File: src/rtl/trace_pkg.sv
package trace_pkg;
  localparam int unsigned TW  = 32;
  localparam int unsigned NIB = TW / 4;
  localparam int unsigned IW  = $clog2(NIB);

  // blen holds (byte count - 1)
  typedef struct packed {
    logic [1:0]    blen;
    logic [TW-1:0] val;
  } trace_item_t;

  function automatic logic [1:0] size_to_blen(input logic [1:0] sz);
    case (sz)
      2'b00:   return 2'd0;
      2'b01:   return 2'd1;
      default: return 2'd3;
    endcase
  endfunction
endpackage

File: src/rtl/trace_capture.sv
module trace_capture
  import trace_pkg::*;
(
  input  logic          accept_en,
  input  logic [1:0]    tgt_cfg,
  input  logic [1:0]    opd_cfg,
  input  logic          branch_req,
  input  logic [TW-1:0] branch_addr,
  input  logic          opd_req,
  input  logic          opd_wr,
  input  logic [1:0]    opd_size,
  input  logic [TW-1:0] opd_data,
  input  logic          wdd_req,
  input  logic [1:0]    wdd_size,
  input  logic [TW-1:0] wdd_data,
  output logic          push,
  output trace_item_t   item
);
  logic br_ok, op_ok;

  always_comb begin
    br_ok = branch_req && (tgt_cfg != 2'b00);
    op_ok = opd_req && (opd_wr ? opd_cfg[0] : opd_cfg[1]);
    push  = accept_en && (br_ok || op_ok || wdd_req);
    if (br_ok) begin
      item.blen = tgt_cfg;
      item.val  = branch_addr;
    end else if (op_ok) begin
      item.blen = size_to_blen(opd_size);
      item.val  = opd_data;
    end else begin
      item.blen = size_to_blen(wdd_size);
      item.val  = wdd_data;
    end
  end
endmodule

File: src/rtl/trace_fifo.sv
module trace_fifo
  import trace_pkg::*;
#(
  parameter int unsigned DEPTH = 2
) (
  input  logic        clk,
  input  logic        rst_n,
  input  logic        push,
  input  trace_item_t din,
  input  logic        pop,
  output logic        head_vld,
  output trace_item_t head,
  output logic        full
);
  localparam int unsigned AW = (DEPTH > 1) ? $clog2(DEPTH) : 1;
  localparam int unsigned CW = $clog2(DEPTH + 1);

  trace_item_t   mem [DEPTH];
  logic [AW-1:0] wr_q, wr_d, rd_q, rd_d;
  logic [CW-1:0] cnt_q, cnt_d;
  logic          do_pop;

  function automatic logic [AW-1:0] nxt(input logic [AW-1:0] p);
    return (p == AW'(DEPTH - 1)) ? '0 : p + 1'b1;
  endfunction

  always_comb begin
    do_pop = pop && (cnt_q != '0);
    wr_d   = push ? nxt(wr_q) : wr_q;
    rd_d   = do_pop ? nxt(rd_q) : rd_q;
    cnt_d  = cnt_q + CW'(push) - CW'(do_pop);
  end

  always_ff @(posedge clk or negedge rst_n) begin
    if (!rst_n) begin
      wr_q  <= '0;
      rd_q  <= '0;
      cnt_q <= '0;
    end else begin
      wr_q  <= wr_d;
      rd_q  <= rd_d;
      cnt_q <= cnt_d;
    end
  end

  always_ff @(posedge clk) begin
    if (push) mem[wr_q] <= din;
  end

  assign head_vld = (cnt_q != '0);
  assign head     = mem[rd_q];
  assign full     = (cnt_q == CW'(DEPTH));
endmodule

File: src/rtl/trace_serializer.sv
module trace_serializer
  import trace_pkg::*;
(
  input  logic        clk,
  input  logic        rst_n,
  input  logic [3:0]  core_pst,
  input  logic [3:0]  trig_code,
  input  logic        head_vld,
  input  trace_item_t head,
  output logic        pop,
  output logic        busy,
  output logic [3:0]  pst_out,
  output logic [3:0]  ddata_out
);
  logic          busy_q, busy_d;
  logic [IW-1:0] idx_q, idx_d, last_idx;
  logic [3:0]    pst_q, pst_d, dd_q, dd_d;
  logic          start;
  logic [TW-1:0] shifted;

  always_comb begin
    start    = !busy_q && head_vld && (core_pst == 4'd0);
    last_idx = IW'({head.blen, 1'b1});
    shifted  = head.val >> {idx_q, 2'b00};
    pst_d    = start ? {2'b10, head.blen} : core_pst;
    pop      = 1'b0;
    busy_d   = busy_q;
    idx_d    = idx_q;
    if (busy_q) begin
      dd_d = shifted[3:0];
      if (idx_q == last_idx) begin
        pop    = 1'b1;
        busy_d = 1'b0;
        idx_d  = '0;
      end else begin
        idx_d = idx_q + 1'b1;
      end
    end else begin
      dd_d   = trig_code;
      busy_d = start;
      idx_d  = '0;
    end
  end

  always_ff @(posedge clk or negedge rst_n) begin
    if (!rst_n) begin
      busy_q <= 1'b0;
      idx_q  <= '0;
      pst_q  <= 4'd0;
      dd_q   <= 4'd0;
    end else begin
      busy_q <= busy_d;
      idx_q  <= idx_d;
      pst_q  <= pst_d;
      dd_q   <= dd_d;
    end
  end

  assign busy      = busy_q;
  assign pst_out   = pst_q;
  assign ddata_out = dd_q;
endmodule

File: src/rtl/trace_port.sv
module trace_port
  import trace_pkg::*;
#(
  parameter int unsigned DEPTH = 2
) (
  input  logic          clk,
  input  logic          rst_n,
  input  logic [1:0]    tgt_cfg,
  input  logic [1:0]    opd_cfg,
  input  logic [3:0]    core_pst,
  input  logic          branch_req,
  input  logic [TW-1:0] branch_addr,
  input  logic          opd_req,
  input  logic          opd_wr,
  input  logic [1:0]    opd_size,
  input  logic [TW-1:0] opd_data,
  input  logic          wdd_req,
  input  logic [1:0]    wdd_size,
  input  logic [TW-1:0] wdd_data,
  input  logic [3:0]    trig_code,
  output logic [3:0]    pst_out,
  output logic [3:0]    ddata_out,
  output logic          core_stall
);
  logic        push, pop, head_vld, full, ser_busy;
  trace_item_t new_item, head;

  trace_capture u_cap (
    .accept_en(!full), .tgt_cfg(tgt_cfg), .opd_cfg(opd_cfg),
    .branch_req(branch_req), .branch_addr(branch_addr),
    .opd_req(opd_req), .opd_wr(opd_wr), .opd_size(opd_size), .opd_data(opd_data),
    .wdd_req(wdd_req), .wdd_size(wdd_size), .wdd_data(wdd_data),
    .push(push), .item(new_item)
  );

  trace_fifo #(.DEPTH(DEPTH)) u_fifo (
    .clk(clk), .rst_n(rst_n), .push(push), .din(new_item), .pop(pop),
    .head_vld(head_vld), .head(head), .full(full)
  );

  trace_serializer u_ser (
    .clk(clk), .rst_n(rst_n), .core_pst(core_pst), .trig_code(trig_code),
    .head_vld(head_vld), .head(head), .pop(pop), .busy(ser_busy),
    .pst_out(pst_out), .ddata_out(ddata_out)
  );

  assign core_stall = full;
endmodule

File: config.mk
export PLATFORM = sky130hd
export DESIGN_NAME = trace_port
export DESIGN_NICKNAME = d
export VERILOG_FILES = /design/src/rtl/trace_pkg.sv /design/src/rtl/trace_capture.sv /design/src/rtl/trace_fifo.sv /design/src/rtl/trace_serializer.sv /design/src/rtl/trace_port.sv
export SDC_FILE = /design/constraint.sdc
export NUM_CORES = 1
export LEC_CHECK = 0
export ABC_AREA = 1
export BUFFER_PORTS_ARGS = -buffer_cell sky130_fd_sc_hd__buf_2
export CORE_ASPECT_RATIO = 0.8
export CORE_UTILIZATION = 56
export CTS_CLUSTER_SIZE = 20
export DETAILED_ROUTE_END_ITERATION = 10
export PLACE_DENSITY = 0.95
export SYNTH_ARGS = -nofsm -noshare
export SYNTH_HDL_FRONTEND = slang
export SYNTH_SLANG_ARGS = --single-unit
File: constraint.sdc
create_clock -name clk -period 5 [get_ports clk]
set_input_delay 1 -clock clk [delete_from_list [all_inputs] [get_ports clk]]
set_output_delay 1 -clock clk [all_outputs]
set_load 0.01 [all_outputs]
==> metrics.csv <==
metric;value;unit
run status;finished clean;
minimum clock period after layout;2750;ps
clock skew;17.2;ps
Filler Cells Inserted;501;
worst min-delay path category;in2async;
DRC errors left;0;
Synth Register Bits;84;
largest fanout on the critical path;34;
normalized max-slew margin;29.2;%
ys async rst share;19.0;%
Seq/Total Area, Yosys;58.2;%
number of flops mapped to enable cells by yosys;68;
HPWL after DPL;6.75;mm
register area;0.00244;mm^2
critical path type;reg2reg;
crit path cell chain;inv_8 > nand2_2 > nand2_2 > xor2_1 > nand3_1 > inv_1 > ha_1 > inv_1 > ha_1 > xnor2_1 > xor2_1;
synthesized area;0.00420;mm^2
drt wl/cell;15.5;um
die width;98.8;um
GRT Residual Overflow;0;
postcts setup bufs;0;
initial antenna violation count;0;
clk_lat worst skew;370;ps
# port buffers;126;
Worst Setup End Kind;flop;
Worst-Margin Slew;1060;ps
# rows;27;
final setup fails;0;
Max Cap Violations;0;
n_diodes;0;
Ys Warns;0;
Hold Buf Count CTS;0;
core area;0.00706;mm^2
die area;0.00784;mm^2
final hold violations;0;
Worst setup endpoint;u_fifo.cnt_q[1];
VDD IR max;0.259;mV
Initial Util;59.4;%
Critical path origin;u_fifo.rd_q;
Mapped Avg Cell Area;9.30;um^2
leakage;2.25;nW
worst endpoint required time;5290;ps
Syn Inst Count;451;
TritonCTS clock tree;done;
gr usage total;27.1;%
via/cell ratio;5.61;
reg-to-reg slack, setup;2250;ps
R2R Path End;u_fifo.cnt_q[1];
Power Total;2.57;mW
Finished Cell Area;0.00496;mm^2
DR pass1 iterations;7;
worst reg2reg path startpoint;u_fifo.rd_q;
first-pass GRT wire length;16.0;mm
PD cells;518;mW/mm^2
fin util;70.2;%
final hold slack;535;ps
DRT Wirelength;10.2;mm
Crit path arrival time;3040;ps
CTS sink cnt;84;
Placed Instance Area;0.00477;mm^2
Crit-path slowest cell;dfrtp_1;
via count;3694;
period utilization;55.1;%
unrepaired setup endpoints after global routing;no;
area of the multi-input gates;0.00149;mm^2
CTS Root Cell;clkbuf_8;
largest net degree at the start of global routing;47;
# H-tree levels;3;
vias in the first global route;3522;
share of layout cells above drive strength 1;29.1;%
Primary FF master, synth;edfxtp_1;
TNS Setup;0;ps
nets@finish;687;
CP Launch Type;flop;
CTS resizes;0;
CTS Buffer Depth;2;
Worst R2R Path Depth;11;
post-route ant nets;0;
post-synth net total;572;
DRT iter0 DRCs;336;
Die Ht;79.4;um
Clk pin slew, worst setup/hold paths;90;ps
Max Clk Rate;0.363;GHz
Final Slew Violations;0;
Placer Congestion;0.779;
IO Count;127;
library cells used by synthesis;28;
Area growth, synth to finish;18.2;%
CTS buffer count;9;
Critical Path Max Stage Delay;1050;ps
[worst max-delay path: cells and delay by family, from the launching register on]
kind / cells / cell delay, ps
adders and majority gates: 2 / 450
xor gates and xnor gates: 3 / 490
DFF: 1 / 1050
and+or+nand+nor: 3 / 350
buffers and inverters: 3 / 330
[flip-flops by register name, summed over array words and instances, names as in the netlist]
| register | cells |
|---|---|
| u_fifo.cnt_q | 2 |
| u_ser.busy | 1 |
| u_fifo.wr_q | 1 |
| u_ser.ddata_out | 4 |
| u_fifo.rd_q | 1 |
| u_fifo.mem | 68 |
| u_ser.idx_q | 3 |
| u_ser.pst_out | 4 |
[through the flow]
stage	setup slack, ps	std cells
floorplan	1690	451
global placement	2190	642
detailed placement	2070	642
CTS	2280	658
global route	2060	658
finish	2250	658
[cell usage in the layout, fill, tap and decap left out, drive strengths merged, types with 2 or more instances in the layout]
cell / count
edfxtp: 68
xor2: 3
clkbuf: 9
buf: 130
o21ai: 6
xnor2: 2
a31oi: 32
nand3: 52
dfrtp: 16
inv: 23
nor3: 2
nand2: 177
o21a: 2
nor2: 42
ha: 3
[report_power, final]
part	switching, mW	leakage [nW]	internal [mW]
sequential	0.158	0.832	1.05
clock	0.272	0.0988	0.193
combinational	0.607	1.32	0.292
total	1.04	2.25	1.53
[how the worst min path moves through the flow]
stage | slack [ps] | cells past startpoint | startpoint | end
floorplan | 530 | 2 | u_fifo.wr_q | u_fifo.wr_q
global placement | 570 | 2 | u_ser.busy | u_ser.ddata_out[0]
detailed placement | 590 | 2 | u_ser.busy | u_ser.ddata_out[0]
CTS | 540 | 1 | rst_n | u_fifo.wr_q
global route | 550 | 1 | rst_n | u_fifo.wr_q
finish | 540 | 1 | rst_n | u_fifo.wr_q
[cells in the mapped netlist, types with 2 or more instances]
master    count  area (um^2)
a31oi_1      32          200
edfxtp_1     68         2040
buf_2         8         40.0
nor3_1        2         10.0
inv_2         3         11.3
nand2_1     167          627
o21a_1        2         15.0
xnor2_1       2         17.5
nand2_2      10         62.6
inv_1        13         48.8
clkbuf_1      4         15.0
o21ai_2       2         17.5
buf_4         5         37.5
xor2_1        3         26.3
ha_1          3         37.5
buf_6         7         78.8
nor2_1       41          154
dfrtp_1      16          400
o21ai_0       2         10.0
o21ai_1       2         10.0
nand3_1      52          260
[routing by layer]
layer / routed length [um] / part of all wire [%] / global-route usage [%]
met1: 3870 / 38 / 32.1
met2: 4970 / 49 / 44.8
met3: 989 / 9.7 / 8.14
met4: 368 / 3.6 / 14.5
met5: 0 / 0 / 0
[kinds of logic (layout without fill, tap and decap cells)]
| group | count (synthesis) | after routing | synth area share (%) |
|---|---|---|---|
| flip-flops | 84 | 84 | 58.2 |
| buffers and inverters | 43 | 163 | 6.59 |
| AO/OA/AOI/OAI | 42 | 42 | 6.41 |
| AND/OR/NAND/NOR | 274 | 274 | 26.8 |
| XOR/XNOR | 5 | 5 | 1.04 |
| adder cells (fa/ha/maj) | 3 | 3 | 0.895 |
[layout make-up]
cell class | instances | area share (%)
Tap cell | 87 | 2.20
Timing Repair Buffer | 130 | 13.3
Inverter | 17 | 1.44
Sequential cell | 84 | 49.3
Clock inverter | 7 | 1.26
Clock buffer | 9 | 2.50
Multi-Input combinational cell | 324 | 30.0
Power figures use the tool's default switching activity.
